===== src/rtl/ebus_pkg.sv =====
package ebus_pkg;

  // Request kind codes as seen on req_kind.
  typedef enum logic [1:0] {
    CYC_FETCH = 2'd0,
    CYC_READ  = 2'd1,
    CYC_WRITE = 2'd2,
    CYC_RDALT = 2'd3
  } cyc_kind_e;

endpackage


===== src/rtl/ebus_phase_timer.sv =====
module ebus_phase_timer #(
  parameter int PW = 4
) (
  input  logic          clk,
  input  logic          rst,
  input  logic          start,
  input  logic [PW-1:0] cyc_len,
  output logic          busy,
  output logic [PW-1:0] phase,
  output logic          fin
);

  // Final clock of the running cycle.
  assign fin = busy && (phase == (cyc_len - 1'b1));

  always_ff @(posedge clk) begin
    if (rst) begin
      busy  <= 1'b0;
      phase <= '0;
    end else if (start) begin
      busy  <= 1'b1;
      phase <= '0;
    end else if (fin) begin
      busy  <= 1'b0;
      phase <= '0;
    end else if (busy) begin
      phase <= phase + 1'b1;
    end
  end

endmodule


===== src/rtl/ebus_strobe_dec.sv =====
module ebus_strobe_dec
  import ebus_pkg::*;
#(
  parameter int PW        = 4,
  parameter int ALE_CLKS  = 2,
  parameter int FETCH_GAP = 1,
  parameter int FETCH_STB = 3,
  parameter int DATA_GAP  = 3,
  parameter int DATA_STB  = 6,
  parameter int STB_TAIL  = 1,
  parameter int WR_SETUP  = 1
) (
  input  logic          busy,
  input  cyc_kind_e     kind,
  input  logic [PW-1:0] phase,
  output logic          ale_cyc,
  output logic          psen_n,
  output logic          rd_n,
  output logic          wr_n,
  output logic          addr_en,
  output logic          data_en,
  output logic          cap,
  output logic [PW-1:0] cyc_len
);

  localparam int FS_BEG    = ALE_CLKS + FETCH_GAP;
  localparam int FS_END    = FS_BEG + FETCH_STB;
  localparam int FETCH_LEN = FS_END;
  localparam int DS_BEG    = ALE_CLKS + DATA_GAP;
  localparam int DS_END    = DS_BEG + DATA_STB;
  localparam int DATA_LEN  = DS_END + STB_TAIL;
  localparam int WD_BEG    = DS_BEG - WR_SETUP;

  logic is_fetch, is_write, is_read;
  logic in_fstb, in_dstb;

  always_comb begin
    is_fetch = (kind == CYC_FETCH);
    is_write = (kind == CYC_WRITE);
    is_read  = !is_fetch && !is_write;

    in_fstb = (phase >= PW'(FS_BEG)) && (phase < PW'(FS_END));
    in_dstb = (phase >= PW'(DS_BEG)) && (phase < PW'(DS_END));

    ale_cyc = busy && (phase < PW'(ALE_CLKS));
    psen_n  = !(busy && is_fetch && in_fstb);
    rd_n    = !(busy && is_read  && in_dstb);
    wr_n    = !(busy && is_write && in_dstb);

    if (is_fetch)      addr_en = busy && (phase < PW'(FS_BEG));
    else if (is_write) addr_en = busy && (phase < PW'(WD_BEG));
    else               addr_en = busy && (phase < PW'(DS_BEG));

    data_en = busy && is_write && (phase >= PW'(WD_BEG));

    if (is_fetch) cap = busy && (phase == PW'(FS_END - 1));
    else          cap = busy && is_read && (phase == PW'(DS_END - 1));

    cyc_len = is_fetch ? PW'(FETCH_LEN) : PW'(DATA_LEN);
  end

endmodule


===== src/rtl/ebus_idle_ale.sv =====
module ebus_idle_ale #(
  parameter int IDLE_PERIOD = 6,
  parameter int ALE_CLKS    = 2
) (
  input  logic clk,
  input  logic rst,
  input  logic busy,
  output logic ale_idle
);

  localparam int IW = (IDLE_PERIOD > 1) ? $clog2(IDLE_PERIOD) : 1;

  logic [IW-1:0] cnt;

  // High in the first ALE_CLKS slots of each idle period.
  assign ale_idle = (cnt < IW'(ALE_CLKS));

  always_ff @(posedge clk) begin
    if (rst)
      cnt <= IW'(ALE_CLKS);
    else if (busy)
      cnt <= '0;
    else if (cnt == IW'(IDLE_PERIOD - 1))
      cnt <= '0;
    else
      cnt <= cnt + 1'b1;
  end

endmodule


===== src/rtl/ebus_lane.sv =====
module ebus_lane #(
  parameter int DW = 8
) (
  input  logic          clk,
  input  logic          rst,
  input  logic          load,
  input  logic [2*DW-1:0] addr,
  input  logic [DW-1:0] wdata,
  input  logic          addr_en,
  input  logic          data_en,
  input  logic          cap,
  input  logic [DW-1:0] lane_in,
  output logic [DW-1:0] hi_lane,
  output logic [DW-1:0] lane_out,
  output logic          lane_oe,
  output logic [DW-1:0] rdata
);

  logic [2*DW-1:0] addr_q;
  logic [DW-1:0]   wdata_q;

  always_ff @(posedge clk) begin
    if (rst) begin
      addr_q  <= '0;
      wdata_q <= '0;
      rdata   <= '0;
    end else begin
      if (load) begin
        addr_q  <= addr;
        wdata_q <= wdata;
      end
      if (cap)
        rdata <= lane_in;
    end
  end

  assign hi_lane  = addr_q[2*DW-1:DW];
  assign lane_oe  = addr_en || data_en;
  assign lane_out = addr_en ? addr_q[DW-1:0] : (data_en ? wdata_q : '0);

endmodule


===== src/rtl/ebus_seq.sv =====
module ebus_seq
  import ebus_pkg::*;
#(
  parameter int DW          = 8,
  parameter int ALE_CLKS    = 2,
  parameter int FETCH_GAP   = 1,
  parameter int FETCH_STB   = 3,
  parameter int DATA_GAP    = 3,
  parameter int DATA_STB    = 6,
  parameter int STB_TAIL    = 1,
  parameter int WR_SETUP    = 1,
  parameter int IDLE_PERIOD = 6
) (
  input  logic          clk,
  input  logic          rst,
  input  logic          ale_quiet,
  input  logic          req_valid,
  output logic          req_ready,
  input  logic [1:0]    req_kind,
  input  logic [2*DW-1:0] req_addr,
  input  logic [DW-1:0] req_wdata,
  output logic          rsp_done,
  output logic [DW-1:0] rsp_rdata,
  output logic          ale,
  output logic          psen_n,
  output logic          rd_n,
  output logic          wr_n,
  output logic [DW-1:0] hi_lane,
  output logic [DW-1:0] lane_out,
  output logic          lane_oe,
  input  logic [DW-1:0] lane_in
);

  localparam int FETCH_LEN = ALE_CLKS + FETCH_GAP + FETCH_STB;
  localparam int DATA_LEN  = ALE_CLKS + DATA_GAP + DATA_STB + STB_TAIL;
  localparam int MAX_LEN   = (FETCH_LEN > DATA_LEN) ? FETCH_LEN : DATA_LEN;
  localparam int PW        = $clog2(MAX_LEN + 1);

  logic          busy, fin, accept;
  logic [PW-1:0] phase, cyc_len;
  cyc_kind_e     kind_q;
  logic          ale_cyc, ale_idle, addr_en, data_en, cap;

  assign req_ready = !busy || fin;
  assign accept    = req_valid && req_ready;

  always_ff @(posedge clk) begin
    if (rst) begin
      kind_q   <= CYC_FETCH;
      rsp_done <= 1'b0;
    end else begin
      if (accept)
        kind_q <= cyc_kind_e'(req_kind);
      rsp_done <= fin;
    end
  end

  ebus_phase_timer #(.PW(PW)) u_timer (
    .clk     (clk),
    .rst     (rst),
    .start   (accept),
    .cyc_len (cyc_len),
    .busy    (busy),
    .phase   (phase),
    .fin     (fin)
  );

  ebus_strobe_dec #(
    .PW        (PW),
    .ALE_CLKS  (ALE_CLKS),
    .FETCH_GAP (FETCH_GAP),
    .FETCH_STB (FETCH_STB),
    .DATA_GAP  (DATA_GAP),
    .DATA_STB  (DATA_STB),
    .STB_TAIL  (STB_TAIL),
    .WR_SETUP  (WR_SETUP)
  ) u_dec (
    .busy    (busy),
    .kind    (kind_q),
    .phase   (phase),
    .ale_cyc (ale_cyc),
    .psen_n  (psen_n),
    .rd_n    (rd_n),
    .wr_n    (wr_n),
    .addr_en (addr_en),
    .data_en (data_en),
    .cap     (cap),
    .cyc_len (cyc_len)
  );

  ebus_idle_ale #(
    .IDLE_PERIOD (IDLE_PERIOD),
    .ALE_CLKS    (ALE_CLKS)
  ) u_idle (
    .clk      (clk),
    .rst      (rst),
    .busy     (busy),
    .ale_idle (ale_idle)
  );

  ebus_lane #(.DW(DW)) u_lane (
    .clk      (clk),
    .rst      (rst),
    .load     (accept),
    .addr     (req_addr),
    .wdata    (req_wdata),
    .addr_en  (addr_en),
    .data_en  (data_en),
    .cap      (cap),
    .lane_in  (lane_in),
    .hi_lane  (hi_lane),
    .lane_out (lane_out),
    .lane_oe  (lane_oe),
    .rdata    (rsp_rdata)
  );

  assign ale = busy ? ale_cyc : (ale_idle && !ale_quiet);

endmodule


===== config.mk =====
export PLATFORM = sky130hd
export DESIGN_NAME = ebus_seq
export DESIGN_NICKNAME = d
export VERILOG_FILES = /design/src/rtl/ebus_pkg.sv /design/src/rtl/ebus_phase_timer.sv /design/src/rtl/ebus_strobe_dec.sv /design/src/rtl/ebus_idle_ale.sv /design/src/rtl/ebus_lane.sv /design/src/rtl/ebus_seq.sv
export SDC_FILE = /design/constraint.sdc
export NUM_CORES = 1
export LEC_CHECK = 0
export ABC_AREA = 1
export BUFFER_PORTS_ARGS = -buffer_cell sky130_fd_sc_hd__clkbuf_2
export CAP_MARGIN = 40
export CORE_ASPECT_RATIO = 1.1
export CORE_MARGIN = 2
export CORE_UTILIZATION = 30
export DETAILED_ROUTE_END_ITERATION = 6
export GPL_TIMING_DRIVEN = 0
export PLACE_DENSITY = 0.52
export SLEW_MARGIN = 5
export SYNTH_ARGS = -nofsm -noshare
export SYNTH_HDL_FRONTEND = slang
export SYNTH_HIERARCHICAL = 1
export SYNTH_SLANG_ARGS = --single-unit

===== constraint.sdc =====
create_clock -name clk -period 6.3 [get_ports clk]
set_input_delay 0.315 -clock clk [delete_from_list [all_inputs] [get_ports clk]]
set_output_delay 0.315 -clock clk [all_outputs]
set_load 0.03 [all_outputs]

# Yosys cells after proc, flatten, opt, wreduce, memory -nomap -nowiden
# Cells that the tools add are included.
# W data, S select, Z words.
[totals] elab_cells=70 input_bits=38 output_inout_bits=31 reg_bits=43
[classes] n_reduce_logical=32 magnitude_cmp=10 eq_ne=5 addsub=3 mux=11
[op_table] op="$logic_and A1 B1 Y1" count=19
[op_table] op="$mux W8" count=2
[op_table] op="$lt A4 B3 Y1 const B" count=3
[op_table] op="$ge A4 B3 Y1 const B" count=2
[op_table] op="$lt A4 B2 Y1 const B" count=2
[op_table] op="$logic_not A1 Y1" count=7
[op_table] op="$mux W1" count=6
[op_table] op="$reduce_or A3 Y1" count=2
[op_table] op="$add A4 B1 Y4 const B" count=1
[op_table] op="$eq A4 B3 Y1 const B" count=1
[op_table] op="$eq A4 B4 Y1" count=1
[op_table] op="$eq A4 B4 Y1 const B" count=1
[op_table] op="$ge A4 B2 Y1 const B" count=1
[op_table] op="$lt A4 B4 Y1 const B" count=1
[op_table] op="$mux W2" count=2
[op_table] op="$mux W4" count=1
[op_table] op="$sub A4 B1 Y4 const B" count=1
[op_table] op="$add A3 B1 Y3 const B" count=1
[op_table] op="$eq A3 B3 Y1 const B" count=1
[op_table] op="$lt A3 B2 Y1 const B" count=1
[op_table] op="$eq A2 B2 Y1 const B" count=1
[op_table] op="$logic_not A2 Y1" count=1
[op_table] op="$logic_or A1 B1 Y1" count=2
[op_table] op="$reduce_bool A2 Y1" count=1

# Depth between registers and ports, before layout
# Gate-level depths: netlist of run 1.
[logic_depth] depth_word=8 ltp_mapped=18 ltp_nobuf=16

# By module
# The synthesis of run 1 kept the hierarchy.
[modules_own_cells] module="ebus_lane" cells_each=239 area_each_um2=1491.4 n_inst=1
[modules_own_cells] module="ebus_phase_timer" cells_each=54 area_each_um2=367.9 n_inst=1
[modules_own_cells] module="ebus_strobe_dec" cells_each=43 area_each_um2=192.7 n_inst=1
[modules_own_cells] module="ebus_seq" cells_each=21 area_each_um2=142.6 n_inst=1
[modules_own_cells] module="ebus_idle_ale" cells_each=20 area_each_um2=135.1 n_inst=1

# Worst setup path before layout of run 1
# No wires, ideal clock.
[synth_timing] path_kind="flip-flop to flip-flop" from="reg kind_q[1]" to="reg u_lane.addr_q[10]" period_less_slack_ns=2.215 stages_incl_launch_ff=17 arrival_ns=2.152 setup_time_ns=0.064 slack_ns=4.085 cell_sequence="dfxtp_1 -> nor2_2 -> buf_4 -> inv_2 -> ha_1 -> nor2_1 -> nor2_1 -> nand2_1 -> nor2_2 -> nand2_2 -> inv_1 -> inv_1 -> a21boi_0 -> buf_4 -> buf_6 -> nor2_1 -> nor2_1"
[synth_between] elab_chain_cells=7
[synth_lines] item="start: declaration" line_no="ebus_seq.sv:41" source="cyc_kind_e kind_q;"
[synth_lines] item="start signal: assignment" line_no="ebus_seq.sv:53" source="kind_q <= cyc_kind_e'(req_kind);"
[synth_lines] item="$logic_not A2 Y1" line_no="ebus_strobe_dec.sv:38" source="is_fetch = (kind == CYC_FETCH);"
[synth_lines] item="via u_dec.is_fetch" line_no="ebus_strobe_dec.sv:34" source="logic is_fetch, is_write, is_read;"
[synth_lines] item="$mux W4" line_no="ebus_strobe_dec.sv:59" source="cyc_len = is_fetch ? PW'(FETCH_LEN) : PW'(DATA_LEN);"
[synth_lines] item="via cyc_len[1]" line_no="ebus_seq.sv:40" source="logic [PW-1:0] phase, cyc_len;"
[synth_lines] item="$sub A4 B1 Y4" line_no="ebus_phase_timer.sv:14" source="assign fin = busy && (phase == (cyc_len - 1'b1));"
[synth_lines] item="$eq A4 B4 Y1" line_no="ebus_phase_timer.sv:14"
[synth_lines] item="$logic_and A1 B1 Y1" line_no="ebus_phase_timer.sv:14"
[synth_lines] item="via fin" line_no="ebus_seq.sv:39" source="logic busy, fin, accept;"
[synth_lines] item="$logic_or A1 B1 Y1" line_no="ebus_seq.sv:44" source="assign req_ready = !busy || fin;"
[synth_lines] item="$logic_and A1 B1 Y1" line_no="ebus_seq.sv:45" source="assign accept = req_valid && req_ready;"
[synth_lines] item="via accept" line_no="ebus_seq.sv:39"
[synth_lines] item="end signal: assignment" line_no="ebus_lane.sv:29" source="addr_q <= addr;"
[synth_lines] item="end: declaration" line_no="ebus_lane.sv:19" source="logic [2*DW-1:0] addr_q;"
# The timed path passes the listed nets, and every way through them passes these cells.
# A chain may end at the register's enable or synchronous reset.

# Final worst setup path of run 1
[layout_timing] from="reg kind_q[1]" to="reg u_lane.addr_q[14]"
# Same word-level chain as after synthesis.

==> results by group, run 1 <==
Die
  • Die Y: 96.4 um
  • Die Area: around 8500 um^2
  • Rows: 33
  • Io pins: 69
  • Initial Util: 31.0%
  • Chip Width: 88.0 um
  • Core area: 7510 um^2

Worst setup path
  • CP Data Required Time: 6530 ps
  • Slowest cell on crit path: a21boi_0
  • Startpoint types: flop
  • Capture point of the worst reg-to-reg path: u_lane/addr_q[14]
  • Levels on crit path: 16
  • Most Frequent Cell on Critical Path: nor2_1
  • CP max stage delay: 470 ps
  • Nature of the critical path endpoint: flop
  • Worst r2r path cells: 16
  • CP top delay family: buffers and inverters
  • Critical path data arrival time: 2850 ps
  • WS Path Type: flop to flop
  • CP cell instances: nor2_2, buf_4, inv_2, ha_1, nor2_1, nor2_1, nand2_1, nor2_2, nand2_2, inv_1, inv_1, a21boi_0, buf_4, buf_6, nor2_1, nor2_1
  • Buffer and inverter count on the worst path: 6
  • Critical R2R Launch: kind_q[1]
  • Worst Setup SP: kind_q[1]
  • Worst Path Max Fanout: 10
  • FF-to-FF setup slack: 3690 ps
  • Critical Path Sink: u_lane/addr_q[14]

Placed design
  • DP Worst Slack: about 3700 ps
  • Routability cong.: 0.733
  • Post-DP HPWL: 4010 um
  • Placed Area: 2800 um^2
  • IO buf count: 68

Routing
  • Routed vias/inst: 3.99
  • Routed wire length: 5220 um
  • Initial drt markers: 58
  • Initial DRT Pass Iterations: 4
  • Vias: about 2200
  • Routed Antenna Nets: 0
  • DRC viols: 0
  • Drt wl/cell: 9.36 um
  • Met1 WL: 2630 um
  • Highest routed metal layer: met4
  • Met2 WL: 2220 um
  • Met3 wire length: 336 um

Cells and area
  • Design Area, Final: 2910 um^2
  • Antenna diode count: 0
  • Fill cell count: 894
  • Final net count: 492
  • Final core utilization: 38.8%
  • Share of layout cells above drive strength 1: between 20% and 30%
  • Area delta synth->final: 25.1%

Timing
  • Final Hold Vio Count: 0
  • Clock Skew: 10.3 ps
  • Worst slew margin: 61.1%
  • Slew @ Worst Pin: 578 ps
  • Final setup viols: 0
  • Setup ws final: approximately 3700 ps
  • Crit path time final: ~2600 ps
  • Fmax achieved: 382 MHz
  • RSZ-0062 raised after global routing: no
  • Setup TNS: 0 ps
  • Pins Over Slew Limit: 0
  • Final period util: 41.5%

Status
  • Status: finished, final reports clean

Synthesis
  • Cell Area, Synth: 2330 um^2
  • Count of state elements after synthesis: 43
  • Number of flops mapped to enable cells by yosys: 0
  • Syn_nets: roughly 420
  • Top FF cell, synth: dfxtp_1
  • Sequential fraction of the synthesis area: between 30% and 40%
  • Post-synth cell types: 28
  • Fraction of registers with async set/reset: 0%
  • Ys Warns: 6
  • Synthesized instance count: 377
  • Avg Inst Size Synth: 6.18 um^2

GRT
  • GR Util All Layers: 13.1%
  • First-pass GRT wire length: 8960 um
  • Initial antenna violation count: 0
  • Grt total ovfl: 0
  • Vias in the first global route: 2019
  • Largest net degree at the start of global routing: 15

Min path
  • Hold_sp: req_addr[8]
  • Worst Hold Class: input port to flop

Power and ir drop
  • Sw Ratio: about 30%
  • Combinational share of power: 20.1%
  • Sequential power share: 46.3%
  • Peak VDD IR: 0.150 mV
  • Int Pwr: 0.461 mW
  • Leak: 1.66 nW
  • Psw: 0.192 mW
  • Clk network pwr share: 33.6%
  • P per Cell Area: 224 nW/um^2

Clocking
  • Root Driver: clkbuf_8
  • CTS Sinks: 43
  • H-tree depth: 2
  • Clk buf depth: 2
  • Reg clk slew, reported paths: 90 ps
  • Hold Buf Count CTS: 0
  • CTS Buf Count: 5
  • Postcts setup bufs: 0
  • Clk Latency, worst-skew pair: 300 ps
  • Post-cts resize count: 0
  • CTS tree: built

Job
  • Max-Cap Viols: 0
-- through the flow --
stage	cells	hold WS, ps	power [mW]
2_1_floorplan	377	377	0.404
3_3_place_gp	550	460	0.440
3_5_place_dp	550	462	0.442
4_1_cts	558	275	0.663
5_1_grt	558	282	0.692
6_report	558	284	0.653
-- cells in the final DEF (no fill, tap or decap), drive strengths merged --
cell    instances
bufinv          1
mux2i           1
xnor2           2
o31ai           1
ha              2
clkinv          2
conb            2
nand2         120
inv            60
nor2           87
a21oi           6
a21boi          1
nand3          17
clkbuf         75
nor3            4
nand4           3
buf            22
or2             1
xor2            2
dfxtp          43
o21ai           1
-- area by class of cell --
cell class	instances	area (um^2)	area share, %
Buffer	24	166	5.71
Clock buffer	5	68.8	2.36
Clock inverter	3	43.8	1.50
Inverter	60	225	7.73
Multi-Input combinational cell	250	1080	37.0
Sequential cell	43	861	29.5
Tap cell	105	131	4.51
Timing Repair Buffer	68	340	11.7
-- worst min-delay path by stage --
stage,to,depth (start not counted)
floorplan,u_timer/busy,1
global placement,u_lane/rdata[3],2
detailed placement,u_lane/rdata[3],2
CTS,u_lane/addr_q[7],5
global route,u_lane/addr_q[3],5
finish,u_lane/addr_q[8],5
-- flip-flops by register name, summed over array words and instances, names as in the netlist --
register        cells
rsp_done            1
kind_q              2
u_lane/addr_q      16
u_timer/busy        1
u_lane/rdata        8
u_lane/wdata_q      8
u_timer/phase       4
u_idle/cnt          3
-- worst reg2reg max path, stage by stage, from the launching register on --
cell	delay (ps)
dfxtp_1	330
nor2_2	170
buf_4	130
inv_2	40
ha_1	280
nor2_1	40
nor2_1	110
nand2_1	60
nor2_2	120
nand2_2	80
inv_1	60
inv_1	60
a21boi_0	470
buf_4	290
buf_6	160
nor2_1	50
nor2_1	90
-- metal layers --
metal / GRT usage [%] / up-vias
met5: 0 / -
met4: 3.03 / 0
met3: 3.57 / 4
met2: 21.6 / 61
met1: 17.2 / 924
li1: - / 1237
-- cells by family after synthesis --
| group | count (synthesis) | synth area share [%] |
|---|---|---|
| AO/OA/AOI/OAI | 9 | 2.47 |
| XOR/XNOR | 4 | 1.50 |
| adder cells (fa/ha/maj) | 2 | 1.07 |
| buffers and inverters | 84 | 16.8 |
| flip-flops | 43 | 36.9 |
| multiplexers | 1 | 0.430 |
| other | 2 | 0.322 |
| AND/OR/NAND/NOR | 232 | 40.4 |
-- Yosys cell counts (4+ instances only) --
cell       n  area, um^2
dfxtp_1   43         861
nor3_1     4        20.0
nor2_1    83         312
buf_4     14         105
a21oi_1    4        20.0
nand3_1   16        80.1
buf_2      6        30.0
inv_1     57         214
nand2_1  117         439
-- power by group through the flow --
stage	clock [mW]	combinational, mW	sequential, mW
floorplan	0	0.0981	0.306
global placement	0	0.132	0.308
detailed placement	0	0.133	0.309
CTS	0.228	0.133	0.302
global route	0.237	0.150	0.305
finish	0.219	0.131	0.302
(Power assumes the default switching activity.)
==> inputs of run 2 (changes only) <==
==> constraint.sdc (replaced) <==
create_clock -name clk -period 2.65 [get_ports clk]
set_input_delay 0.1325 -clock clk [delete_from_list [all_inputs] [get_ports clk]]
set_output_delay 0.1325 -clock clk [all_outputs]
set_load 0.03 [all_outputs]
==> run 2 against run 1 <==
  * Sequential share of layout area about the same
  * Register-to-register slack worse by 3400 ps
  * Global-route usage unchanged
  * Largest power group unchanged
  * Final area up 0.13%
  * Final cell count unchanged
  * Highest routed layer unchanged
  * Non-clock buffer count unchanged
  * Via count about the same
  * Total power up 140%
  * Routed wire length down 0.19%
  * Worst hold slack worse by 180 ps
  * Critical path type unchanged
  * Critical endpoint unchanged
==> results by group, run 2 (synthesis results as in run 1) <==
Cells and area
  • Share of layout cells above drive strength 1: 25.2%
  • Area delta synth->final: 25.2%
  • Largest registers: u_lane/addr_q x16, u_lane/rdata x8, u_lane/wdata_q x8
  • Biggest register: u_lane/addr_q
  • Most common cell after layout, fill and taps aside: nand2_1
  • Final std cells w/o fill: about 560
  • Final net count: between 400 and 500
  • Most frequent cells in the layout: nand2_1, nor2_1, clkbuf_2
  • Antenna diode count: 0
  • Max reg flops: 16

Worst setup path
  • Worst Path Max Fanout: 10
  • WS Path Type: flop to flop
  • Nature of the critical path endpoint: flop
  • Critical R2R Launch: kind_q[1]
  • CP Data Required Time: 2880 ps
  • Capture point of the worst reg-to-reg path: u_lane/addr_q[14]
  • Critical path data arrival time: 2560 ps
  • FF-to-FF setup slack: 330 ps
  • Startpoint types: flop
  • Worst r2r path cells: 16

Timing
  • Final period util: 87.7%
  • RSZ-0062 raised after global routing: no
  • Setup ws final: 325 ps
  • Setup TNS: 0 ps
  • Fmax achieved: between 400 and 500 MHz
  • Pins Over Slew Limit: 0
  • Crit path time final: 2320 ps
  • Final setup viols: 0
  • Hold WS: 102 ps
  • Clock Skew: just over 10 ps
  • Final Hold Vio Count: 0

Clocking
  • Root Driver: clkbuf_8
  • H-tree depth: 2
  • Clk Latency, worst-skew pair: 300 ps
  • Reg clk slew, reported paths: 90 ps
  • Clk buf depth: 2
  • CTS Buf Count: 5
  • CTS tree: built
  • CTS Sinks: 43

Die
  • Core area: 7510 um^2
  • Initial Util: a little under a third
  • Die Area: 8490 um^2
  • Io pins: 69
  • Chip Width: 88.0 um
  • Rows: 33
  • Die Y: between 90 and 100 um

Power and ir drop
  • Leak: 1.66 nW
  • Peak VDD IR: 0.357 mV
  • P per Cell Area: 532 nW/um^2

GRT
  • Grt total ovfl: 0
  • Initial antenna violation count: 0
  • Vias in the first global route: 2019
  • GR Util All Layers: 13.1%
  • First-pass GRT wire length: around 9000 um
  • Largest net degree at the start of global routing: 15

Routing
  • Initial DRT Pass Iterations: 4
  • Initial drt markers: 63
  • Routed vias/inst: 3.99
  • Routed wire length: between 5000 and 6000 um
  • DRC viols: 0
  • Vias: 2227
  • Drt wl/cell: about 9.3 um
  • Routed Antenna Nets: 0

Min path
  • Hold_sp: req_addr[8]
  • Worst Hold Class: input port to flop
  • Hold endpoint: u_lane/addr_q[8]
  • Worst hold stages: 5

Placed design
  • Routability cong.: 0.733
  • Cell Count Post-Placement: between 500 and 600
  • IO buf count: 68
  • Post-DP HPWL: 4010 um
  • DP Worst Slack: 29.4 ps

Job
  • Max-Cap Viols: 0

Status
  • Status: finished, final reports clean
[run 2: cell counts in the layout (fill, tap and decap cells not counted)]
No cell type changed its count.
[run 2: worst max path at each step]
stage               from                 to  slack, ps  depth (start not counted)
5_1_grt        kind_q[1]   u_lane/addr_q[9]         50                         16
2_1_floorplan  kind_q[1]  u_lane/addr_q[10]        430                         16
6_report       kind_q[1]  u_lane/addr_q[14]        330                         16
3_3_place_gp   kind_q[1]   u_lane/addr_q[6]         30                         16
3_5_place_dp   kind_q[1]  u_lane/addr_q[14]         30                         16
4_1_cts        kind_q[1]  u_lane/addr_q[14]          9                         16
[run 2: area by class of cell]
cell class | instances | area [um^2]
Multi-Input combinational cell | 250 | 1080
Clock inverter | 3 | 43.8
Fill cell | 894 | 4600
Clock buffer | 5 | 68.8
Buffer | 24 | 166
Inverter | 60 | 225
Timing Repair Buffer | 68 | 340
Sequential cell | 43 | 861
Tap cell | 105 | 131
[run 2: layer usage]
layer	track usage [%]	up-vias	wire length, um
li1	-	1237	-
met5	0	-	0
met2	21.6	61	2220
met1	17.2	925	2620
met3	3.57	4	336
met4	3.03	0	42
[run 2: what timing repair did]
| action | 4_1_cts | 5_1_grt |
|---|---|---|
| setup endpoints to repair | 0 | 28 |
| hold buffers | 0 | 0 |
| gates resized for setup | 0 | 2 |
| setup buffers | 0 | 0 |
[run 2: metrics by stage]
| step | power [mW] | util [%] | area, um^2 |
|---|---|---|---|
| after global placement | 1.05 | 37.3 | 2800 |
| final | 1.55 | 38.8 | 2920 |
| after floorplan | 0.961 | - | 2330 |
| after global routing | 1.65 | 38.8 | 2920 |
| after detailed placement | 1.05 | 37.3 | 2800 |
| after CTS | 1.58 | 38.8 | 2910 |
[run 2: power breakdown]
group / switching (mW) / internal (mW)
clock: 0.240 / 0.281
sequential: 0.0308 / 0.688
combinational: 0.185 / 0.127
[run 2: critical path, stage by stage, from the launching register on]
cell and delay (ps):
dfxtp_1 330, nor2_2 170, buf_4 130, inv_2 40
ha_1 280, nor2_1 40, nor2_1 110, nand2_1 60
nor2_2 120, nand2_2 80, inv_1 60, inv_1 70
a21boi_2 230, buf_4 230, buf_6 160, nor2_1 50
nor2_1 90
